===== config.mk =====
export PLATFORM = sky130hd
export DESIGN_NAME = instr_stream_gen
export DESIGN_NICKNAME = d
export VERILOG_FILES = /design/src/rtl/isg_pkg.sv /design/src/rtl/isg_rng.sv /design/src/rtl/isg_ctrl.sv /design/src/rtl/isg_datapath.sv /design/src/rtl/instr_stream_gen.sv
export SDC_FILE = /design/constraint.sdc
export NUM_CORES = 1
export LEC_CHECK = 0
export ABC_AREA = 0
export BUFFER_PORTS_ARGS = -buffer_cell sky130_fd_sc_hd__buf_2
export CORE_MARGIN = 2
export CORE_UTILIZATION = 42
export CTS_BUF_LIST = sky130_fd_sc_hd__clkbuf_8
export DETAILED_ROUTE_END_ITERATION = 6
export GPL_TIMING_DRIVEN = 0
export PLACE_DENSITY_LB_ADDON = 0.1
export SETUP_SLACK_MARGIN = 0.02
export SYNTH_ARGS = -nofsm -noshare
export SYNTH_HDL_FRONTEND = slang
export SYNTH_SLANG_ARGS = --single-unit

===== constraint.sdc =====
create_clock -name clk -period 26 [get_ports clk]
set_input_delay 2.6 -clock clk [delete_from_list [all_inputs] [get_ports clk]]
set_output_delay 2.6 -clock clk [all_outputs]
set_load 0.02 [all_outputs]

===== src/rtl/isg_pkg.sv =====
package isg_pkg;

  localparam int INSTR_W   = 32;
  localparam int SEQ_LEN   = 4;
  localparam int SEQ_IDX_W = $clog2(SEQ_LEN);
  localparam int GATE_W    = 10;
  localparam int REG_W     = 5;
  localparam logic [INSTR_W-1:0] SEED_FALLBACK = 32'h1D87_2B41;

  // Field positions of the base instruction formats
  localparam int RD_LSB  = 7;
  localparam int RS1_LSB = 15;
  localparam int RS2_LSB = 20;
  localparam int IMM_LSB = 20;
  localparam int IMM_W   = 12;
  localparam int OPC_W   = 7;

  typedef enum logic [1:0] {SRC_KEEP, SRC_REG_A, SRC_REG_B} regSrc_e;

  typedef struct packed {
    logic [INSTR_W-1:0] base;
    regSrc_e            rdSrc;
    regSrc_e            rs1Src;
    regSrc_e            rs2Src;
  } seqSlot_t;

  typedef enum logic [2:0] {
    MUT_RD_ZERO, MUT_RD_RS1, MUT_RD_RS2, MUT_RS1_RS2,
    MUT_ALL_RS2, MUT_IMM_A, MUT_CSR, MUT_IMM_B
  } mutRule_e;

  // Strobes from control to the random source
  typedef struct packed {
    logic advance;
    logic load;
  } rngCtl_t;

  // Strobes from control to the word assembler
  typedef struct packed {
    logic playSeq;
    logic injectOpc;
    logic mutate;
  } asmCtl_t;

  function automatic logic [INSTR_W-1:0] lfsrStep(input logic [INSTR_W-1:0] s);
    return {s[INSTR_W-2:0], s[31] ^ s[21] ^ s[1] ^ s[0]};
  endfunction

  function automatic logic [INSTR_W-1:0] lfsrJump(input logic [INSTR_W-1:0] s);
    logic [INSTR_W-1:0] t;
    t = s;
    for (int i = 0; i < INSTR_W; i++) t = lfsrStep(t);
    return t;
  endfunction

  function automatic logic [OPC_W-1:0] opcodeAt(input logic [3:0] idx);
    logic [OPC_W-1:0] r;
    case (idx)
      4'd0:  r = 7'h37;
      4'd1:  r = 7'h17;
      4'd2:  r = 7'h6F;
      4'd3:  r = 7'h67;
      4'd4:  r = 7'h63;
      4'd5:  r = 7'h03;
      4'd6:  r = 7'h23;
      4'd7:  r = 7'h13;
      4'd8:  r = 7'h33;
      4'd9:  r = 7'h0F;
      4'd10: r = 7'h73;
      4'd11: r = 7'h13;
      4'd12: r = 7'h33;
      4'd13: r = 7'h03;
      4'd14: r = 7'h23;
      default: r = 7'h63;
    endcase
    return r;
  endfunction

  function automatic logic [IMM_W-1:0] immAt(input logic [2:0] idx);
    logic [IMM_W-1:0] r;
    case (idx)
      3'd0: r = 12'h800;
      3'd1: r = 12'hFFF;
      3'd2: r = 12'h000;
      3'd3: r = 12'h001;
      3'd4: r = 12'h7FF;
      3'd5: r = 12'h800;
      3'd6: r = 12'h7FF;
      default: r = 12'h000;
    endcase
    return r;
  endfunction

  function automatic logic [IMM_W-1:0] csrAt(input logic [1:0] idx);
    logic [IMM_W-1:0] r;
    case (idx)
      2'd0: r = 12'h300;
      2'd1: r = 12'h305;
      2'd2: r = 12'h341;
      default: r = 12'h342;
    endcase
    return r;
  endfunction

  function automatic seqSlot_t seqSlotAt(input logic id, input logic [SEQ_IDX_W-1:0] idx);
    seqSlot_t r;
    case ({id, idx})
      3'd0: r = '{32'h1000_0037, SRC_REG_A, SRC_KEEP,  SRC_KEEP};
      3'd1: r = '{32'h0100_0013, SRC_REG_A, SRC_REG_A, SRC_KEEP};
      3'd2: r = '{32'h0000_2023, SRC_KEEP,  SRC_REG_A, SRC_REG_B};
      3'd3: r = '{32'h0000_2003, SRC_REG_B, SRC_REG_A, SRC_KEEP};
      3'd4: r = '{32'hFFF0_0013, SRC_REG_A, SRC_KEEP,  SRC_KEEP};
      3'd5: r = '{32'h0000_0033, SRC_REG_B, SRC_REG_A, SRC_REG_A};
      3'd6: r = '{32'h4000_0033, SRC_REG_B, SRC_REG_B, SRC_REG_A};
      default: r = '{32'h0000_0463, SRC_KEEP, SRC_REG_A, SRC_REG_B};
    endcase
    return r;
  endfunction

endpackage


===== src/rtl/isg_rng.sv =====
module isg_rng
  import isg_pkg::*;
#(
  parameter logic [INSTR_W-1:0] RESET_SEED = SEED_FALLBACK
) (
  input  logic               clk,
  input  logic               rstN,
  input  rngCtl_t            ctl,
  input  logic [INSTR_W-1:0] seedValue,
  output logic [INSTR_W-1:0] rawWord,
  output logic [29:0]        gateBits,
  output logic [22:0]        pickBits
);

  logic [INSTR_W-1:0] state;
  logic [INSTR_W-1:0] gateWord;
  logic [INSTR_W-1:0] pickWord;

  always_comb begin
    gateWord = lfsrJump(state);
    pickWord = lfsrJump(gateWord);
  end

  assign rawWord  = state;
  assign gateBits = gateWord[29:0];
  assign pickBits = pickWord[22:0];

  always_ff @(posedge clk) begin
    if (!rstN) begin
      state <= RESET_SEED;
    end else if (ctl.load) begin
      state <= (seedValue == '0) ? SEED_FALLBACK : seedValue;
    end else if (ctl.advance) begin
      state <= lfsrJump(pickWord);
    end
  end

  // the all-zero lock-up state is never entered
  assert_state_nonzero_R4: assert property (@(posedge clk) disable iff (!rstN)
    state != '0);

  // the random source only moves on an accepted word or a seed load
  assert_state_hold_R2: assert property (@(posedge clk) disable iff (!rstN)
    (!ctl.advance && !ctl.load) |=> $stable(state));

endmodule


===== src/rtl/isg_ctrl.sv =====
module isg_ctrl
  import isg_pkg::*;
#(
  parameter int SEQ_GATE = 10,
  parameter int OPC_GATE = 1004,
  parameter int MUT_GATE = 205
) (
  input  logic                 clk,
  input  logic                 rstN,
  input  logic                 seedLoad,
  input  logic                 outReady,
  input  logic [29:0]          gateBits,
  input  logic                 pickId,
  input  logic [2*REG_W-1:0]   pickRegs,
  output rngCtl_t              rngCtl,
  output asmCtl_t              asmCtl,
  output logic                 outValid,
  output logic                 selId,
  output logic [SEQ_IDX_W-1:0] selIdx,
  output logic [REG_W-1:0]     selA,
  output logic [REG_W-1:0]     selB
);

  localparam logic [GATE_W-1:0] SEQ_LIMIT = GATE_W'(SEQ_GATE);
  localparam logic [GATE_W-1:0] OPC_LIMIT = GATE_W'(OPC_GATE);
  localparam logic [GATE_W-1:0] MUT_LIMIT = GATE_W'(MUT_GATE);
  localparam logic [SEQ_IDX_W-1:0] LAST_IDX = SEQ_IDX_W'(SEQ_LEN - 1);

  logic                 started;
  logic                 seqActive;
  logic                 seqId;
  logic [SEQ_IDX_W-1:0] seqIdx;
  logic [REG_W-1:0]     regA;
  logic [REG_W-1:0]     regB;
  logic                 startSeq;
  logic                 accept;

  assign outValid = started && !seedLoad;
  assign accept   = outValid && outReady;

  assign startSeq = !seqActive && (gateBits[GATE_W-1:0] < SEQ_LIMIT);

  always_comb begin
    rngCtl.advance   = accept;
    rngCtl.load      = seedLoad;
    asmCtl.playSeq   = seqActive || startSeq;
    asmCtl.injectOpc = gateBits[2*GATE_W-1:GATE_W] < OPC_LIMIT;
    asmCtl.mutate    = gateBits[3*GATE_W-1:2*GATE_W] < MUT_LIMIT;
  end

  always_comb begin
    if (seqActive) begin
      selId  = seqId;
      selIdx = seqIdx;
      selA   = regA;
      selB   = regB;
    end else begin
      selId  = pickId;
      selIdx = '0;
      selA   = pickRegs[REG_W-1:0];
      selB   = pickRegs[2*REG_W-1:REG_W];
    end
  end

  always_ff @(posedge clk) begin
    if (!rstN) begin
      started   <= 1'b0;
      seqActive <= 1'b0;
      seqId     <= 1'b0;
      seqIdx    <= '0;
      regA      <= '0;
      regB      <= '0;
    end else begin
      started <= 1'b1;
      if (seedLoad) begin
        seqActive <= 1'b0;
      end else if (accept) begin
        if (seqActive) begin
          if (seqIdx == LAST_IDX) seqActive <= 1'b0;
          seqIdx <= seqIdx + SEQ_IDX_W'(1);
        end else if (startSeq) begin
          seqActive <= 1'b1;
          seqIdx    <= SEQ_IDX_W'(1);
          seqId     <= pickId;
          regA      <= pickRegs[REG_W-1:0];
          regB      <= pickRegs[2*REG_W-1:REG_W];
        end
      end
    end
  end

  // an offer withdrawn only through a seed load
  assert_valid_hold_R2: assert property (@(posedge clk) disable iff (!rstN)
    (outValid && !outReady) |=> (outValid || seedLoad));

  // a seed load drops any template in progress
  assert_seed_abort_R3: assert property (@(posedge clk) disable iff (!rstN)
    seedLoad |=> !seqActive);

  // the last slot ends the template
  assert_seq_exhaust_R5: assert property (@(posedge clk) disable iff (!rstN)
    (seqActive && accept && seqIdx == LAST_IDX) |=> !seqActive);

  // an inner slot moves to the next slot
  assert_seq_step_R5: assert property (@(posedge clk) disable iff (!rstN)
    (seqActive && accept && seqIdx != LAST_IDX)
      |=> (seqActive && seqIdx == $past(seqIdx) + SEQ_IDX_W'(1)));

  // a started template continues at slot 1
  assert_seq_begin_R6: assert property (@(posedge clk) disable iff (!rstN)
    (accept && startSeq) |=> (seqActive && seqIdx == SEQ_IDX_W'(1)));

endmodule


===== src/rtl/isg_datapath.sv =====
module isg_datapath
  import isg_pkg::*;
(
  input  asmCtl_t              ctl,
  input  logic [INSTR_W-1:0]   rawWord,
  input  logic [11:0]          pickMut,
  input  logic                 seqId,
  input  logic [SEQ_IDX_W-1:0] seqIdx,
  input  logic [REG_W-1:0]     regA,
  input  logic [REG_W-1:0]     regB,
  output logic [INSTR_W-1:0]   instr
);

  localparam int NUM_REG_FIELDS = 3;

  seqSlot_t           slot;
  regSrc_e            fieldSrc [NUM_REG_FIELDS];
  logic [REG_W-1:0]   fieldVal [NUM_REG_FIELDS];
  logic [INSTR_W-1:0] seqWord;
  logic [INSTR_W-1:0] biased;
  logic [INSTR_W-1:0] mutated;
  mutRule_e           rule;

  assign slot        = seqSlotAt(seqId, seqIdx);
  assign fieldSrc[0] = slot.rdSrc;
  assign fieldSrc[1] = slot.rs1Src;
  assign fieldSrc[2] = slot.rs2Src;

  // One register-field chooser per template field
  for (genvar f = 0; f < NUM_REG_FIELDS; f++) begin : g_field
    assign fieldVal[f] = (fieldSrc[f] == SRC_REG_B) ? regB : regA;
  end

  always_comb begin
    seqWord = slot.base;
    if (fieldSrc[0] != SRC_KEEP) seqWord[RD_LSB  +: REG_W] = fieldVal[0];
    if (fieldSrc[1] != SRC_KEEP) seqWord[RS1_LSB +: REG_W] = fieldVal[1];
    if (fieldSrc[2] != SRC_KEEP) seqWord[RS2_LSB +: REG_W] = fieldVal[2];
  end

  assign rule = mutRule_e'(pickMut[6:4]);

  always_comb begin
    biased = rawWord;
    if (ctl.injectOpc) biased[OPC_W-1:0] = opcodeAt(pickMut[3:0]);
    mutated = biased;
    if (ctl.mutate) begin
      case (rule)
        MUT_RD_ZERO: mutated[RD_LSB +: REG_W]  = '0;
        MUT_RD_RS1:  mutated[RD_LSB +: REG_W]  = biased[RS1_LSB +: REG_W];
        MUT_RD_RS2:  mutated[RD_LSB +: REG_W]  = biased[RS2_LSB +: REG_W];
        MUT_RS1_RS2: mutated[RS1_LSB +: REG_W] = biased[RS2_LSB +: REG_W];
        MUT_ALL_RS2: begin
          mutated[RD_LSB  +: REG_W] = biased[RS2_LSB +: REG_W];
          mutated[RS1_LSB +: REG_W] = biased[RS2_LSB +: REG_W];
        end
        MUT_CSR:     mutated[IMM_LSB +: IMM_W] = csrAt(pickMut[11:10]);
        default:     mutated[IMM_LSB +: IMM_W] = immAt(pickMut[9:7]);
      endcase
    end
    instr = ctl.playSeq ? seqWord : mutated;
  end

endmodule


===== src/rtl/instr_stream_gen.sv =====
module instr_stream_gen
  import isg_pkg::*;
#(
  parameter int SEQ_GATE = 10,
  parameter int OPC_GATE = 1004,
  parameter int MUT_GATE = 205,
  parameter logic [31:0] RESET_SEED = SEED_FALLBACK
) (
  input  logic        clk,
  input  logic        rstN,
  input  logic        seedLoad,
  input  logic [31:0] seedValue,
  output logic        outValid,
  input  logic        outReady,
  output logic [31:0] outInstr
);

  rngCtl_t              rngCtl;
  asmCtl_t              asmCtl;
  logic [INSTR_W-1:0]   rawWord;
  logic [29:0]          gateBits;
  logic [22:0]          pickBits;
  logic                 selId;
  logic [SEQ_IDX_W-1:0] selIdx;
  logic [REG_W-1:0]     selA;
  logic [REG_W-1:0]     selB;

  isg_rng #(.RESET_SEED(RESET_SEED)) u_rng (
    .clk       (clk),
    .rstN      (rstN),
    .ctl       (rngCtl),
    .seedValue (seedValue),
    .rawWord   (rawWord),
    .gateBits  (gateBits),
    .pickBits  (pickBits)
  );

  isg_ctrl #(
    .SEQ_GATE (SEQ_GATE),
    .OPC_GATE (OPC_GATE),
    .MUT_GATE (MUT_GATE)
  ) u_ctrl (
    .clk      (clk),
    .rstN     (rstN),
    .seedLoad (seedLoad),
    .outReady (outReady),
    .gateBits (gateBits),
    .pickId   (pickBits[0]),
    .pickRegs (pickBits[22:13]),
    .rngCtl   (rngCtl),
    .asmCtl   (asmCtl),
    .outValid (outValid),
    .selId    (selId),
    .selIdx   (selIdx),
    .selA     (selA),
    .selB     (selB)
  );

  isg_datapath u_datapath (
    .ctl     (asmCtl),
    .rawWord (rawWord),
    .pickMut (pickBits[12:1]),
    .seqId   (selId),
    .seqIdx  (selIdx),
    .regA    (selA),
    .regB    (selB),
    .instr   (outInstr)
  );

  // an offered word does not change while the consumer stalls
  assert_instr_stable_R2: assert property (@(posedge clk) disable iff (!rstN)
    (outValid && !outReady) |=> $stable(outInstr));

endmodule


==> impl_metrics.json <==
{
  "status": "complete, no violations",
  "crit_top_cell": "xnor2_2",
  "antenna_found_initial": 0,
  "critPathSlowestCell": "xnor3_2",
  "rows": 51,
  "grt_max_degree": 16,
  "cts_buffer_depth": 2,
  "syn-cell-area_um2": 8480,
  "start_kind": "flip-flop",
  "path_max_fanout": 10,
  "overflow": 0,
  "fin_nets": 1079,
  "dr.pass1.iters": 6,
  "yosysTopAreaCell": "xnor2_1",
  "fin_crit_sh_pct": 97.3,
  "r2r_slack_ns": 2.06,
  "grt_pass1_wl_um": 44900,
  "cts.sinks": 47,
  "area_growth_pct": 19.7,
  "place_area_um2": 9300,
  "drc": 0,
  "fin_tns_setup_ns": 0,
  "hold_class": "flip-flop to flip-flop",
  "register_area_um2": 951,
  "path_clk_slew_ns": 0.11,
  "crit_required_ns": 23.40,
  "cap_violations": 0,
  "fin_area_um2": 10200,
  "grt_pass1_vias": 6852,
  "track_usage_pct": 28.5,
  "cp.arrival_ns": 22.69,
  "routed_wl_um": 30900,
  "multiInputGateArea_um2": 7800,
  "insertion_delay_ns": 0.34,
  "core-area_um2": 19700,
  "hold_path_end": "u_ctrl.regB[1]",
  "top_layer": "met4",
  "skew_ns": 0.0205,
  "h-tree-depth": 2,
  "ctsRootBufferMaster": "clkbuf_8",
  "synth_edf_count": 0,
  "numCtsBuffers": 5,
  "wl_met3_um": 2570,
  "viasPerCell": 5.60,
  "hpwl_um": 25000,
  "ys_warn_count": 0,
  "reg2regPathDepth": 88,
  "synth.distinct_cells": 54,
  "tightest_slew_ns": 1.07,
  "crit_path_end_kind": "output port",
  "synth_commonest_cells": "210 x xnor2_1, 78 x nand2_1, 70 x xor2_1, 54 x xnor3_1, 47 x dfxtp_1",
  "dieArea_um2": 21400,
  "async_flop_share_pct": 0,
  "ys_top_cells_by_area": "xnor2_1 22%, xnor3_1 14%, dfxtp_1 11%, xor2_1 7.2%, xor3_1 4.5%",
  "met2_length_um": 13600,
  "initial_core_util_pct": 43.2,
  "finalHoldViolations": 0,
  "ant_nets": 0,
  "rr_endpoint": "u_rng.rawWord[0]",
  "tritoncts": "done",
  "die_w_um": 146,
  "avgSynthCellArea_um2": 9.35,
  "antenna_cells": 0,
  "wire_per_inst_um": 24.2,
  "yosysSeqAreaShare_pct": 11.1,
  "yosysMostFrequentCell": "xnor2_1",
  "place_ws_ns": -4.49,
  "slew_viol_final": 0,
  "wl_met1_um": 13700,
  "die_y_um": 146,
  "syn_inst": 907,
  "gp_congestion": 0.932,
  "num_vias": 7160,
  "ios": 69,
  "hold_depth": 2,
  "portBuffers": 67,
  "synth_ff_type": "dfxtp_1",
  "fill_cells": 1891,
  "fmax_ghz": 0.0395,
  "setup_viol": 0,
  "min_period_ns": 25.29,
  "cp.buffers_inverters": 10,
  "fin_ws_ns": 0.713,
  "whs_ns": 0.541,
  "syn_nets": 973,
  "ys_seq_elements": 47,
  "r2r_start": "u_rng.rawWord[29]",
  "synth_top_area_share_pct": 21.7,
  "max_slew_margin_pct": 28.0,
  "critPathKind": "flip-flop to output port",
  "critPathTopFamily": "XOR/XNOR gates",
  "drt_iter0_markers": 684,
  "hp-start": "u_ctrl.regB[1]",
  "drive_gt1_share_pct": 23.4,
  "cp_slowest_stage_delay_ns": 0.53
}
==> worst reg2reg max path, delay by kind of cell, from the launching register on <==
family          cells  cell delay [ns]
compound gates      1             0.14
xor+xnor           62            16.48
flops               1             0.44
fa+ha+maj          16             5.54
buf+inv             9             1.22
==> flip-flops by register name, indices dropped and copies added (netlist names) <==
signal and cells:
u_ctrl.regA 5, u_ctrl.regB 5, u_ctrl.seqActive 1, u_ctrl.seqId 1
u_ctrl.seqIdx 2, u_ctrl.started 1, u_rng.rawWord 32
==> cell usage in the layout (no fill, tap or decap), drive strengths merged, types with 9 or more instances in the layout <==
cell type | Yosys | layout
xnor2 | 219 | 219
buf | 13 | 121
nand2 | 78 | 78
xor2 | 72 | 72
xnor3 | 69 | 69
dfxtp | 47 | 47
o21ai | 44 | 44
nor2 | 42 | 42
a21oi | 41 | 41
clkbuf | 41 | 38
ha | 30 | 30
inv | 25 | 25
xor3 | 20 | 20
a22oi | 17 | 17
mux2i | 15 | 15
nand3 | 13 | 13
nor4 | 9 | 9
o2111ai | 9 | 9
nand2b | 9 | 9
==> what timing repair did <==
item | 4_1_cts | 5_1_grt
buffers inserted | 28 | 14
endpoints found under the setup margin | 58 | 20
gates resized for setup | 56 | 25
hold endpoints to repair | 0 | 0
hold buffers | 0 | 0
cloned | 0 | 0
pin swaps | 20 | 19
==> final cells by class <==
type	count	area share [%]
buffer	46	2.13
clock buffer	6	0.813
clock inverter	2	0.160
inverter	25	0.924
multi-input combinational	779	76.8
sequential	47	9.36
tap	265	3.26
timing repair buffer	109	6.53
==> how the worst max path moves through the flow <==
stage	start	to	slack, ns	depth (start not counted)
2_1_floorplan	u_rng.rawWord[1]	outInstr[20]	0.02	94
3_3_place_gp	u_rng.rawWord[19]	outInstr[20]	-4.45	95
3_5_place_dp	u_rng.rawWord[19]	outInstr[20]	-4.49	95
4_1_cts	u_rng.rawWord[21]	outInstr[17]	0.02	89
5_1_grt	u_rng.rawWord[1]	outInstr[16]	-0.04	89
6_report	u_rng.rawWord[29]	outInstr[15]	0.71	89
==> metrics by stage <==
step / util (%) / cells
2_1_floorplan: - / 907
3_3_place_gp: 47.3 / 1239
3_5_place_dp: 47.3 / 1239
4_1_cts: 50.3 / 1265
5_1_grt: 51.7 / 1279
6_report: 51.7 / 1279
==> logic make-up after synthesis <==
group,Yosys count,synth area share (%)
flops,47,11.1
simple gates,184,9.87
buf+inv,81,3.91
xor+xnor,380,55.6
fa+ha+maj,34,4.90
mux,19,2.43
compound gates,162,12.2
==> metal layers <==
metal	track usage (%)	vias to the layer above
met5	0	-
li1	-	3326
met3	5.00	52
met4	9.47	0
met1	40.7	3432
met2	43.9	350
Power is not shown: default switching activity piles up to over one toggle a cycle in this logic, so the estimate is an artifact.
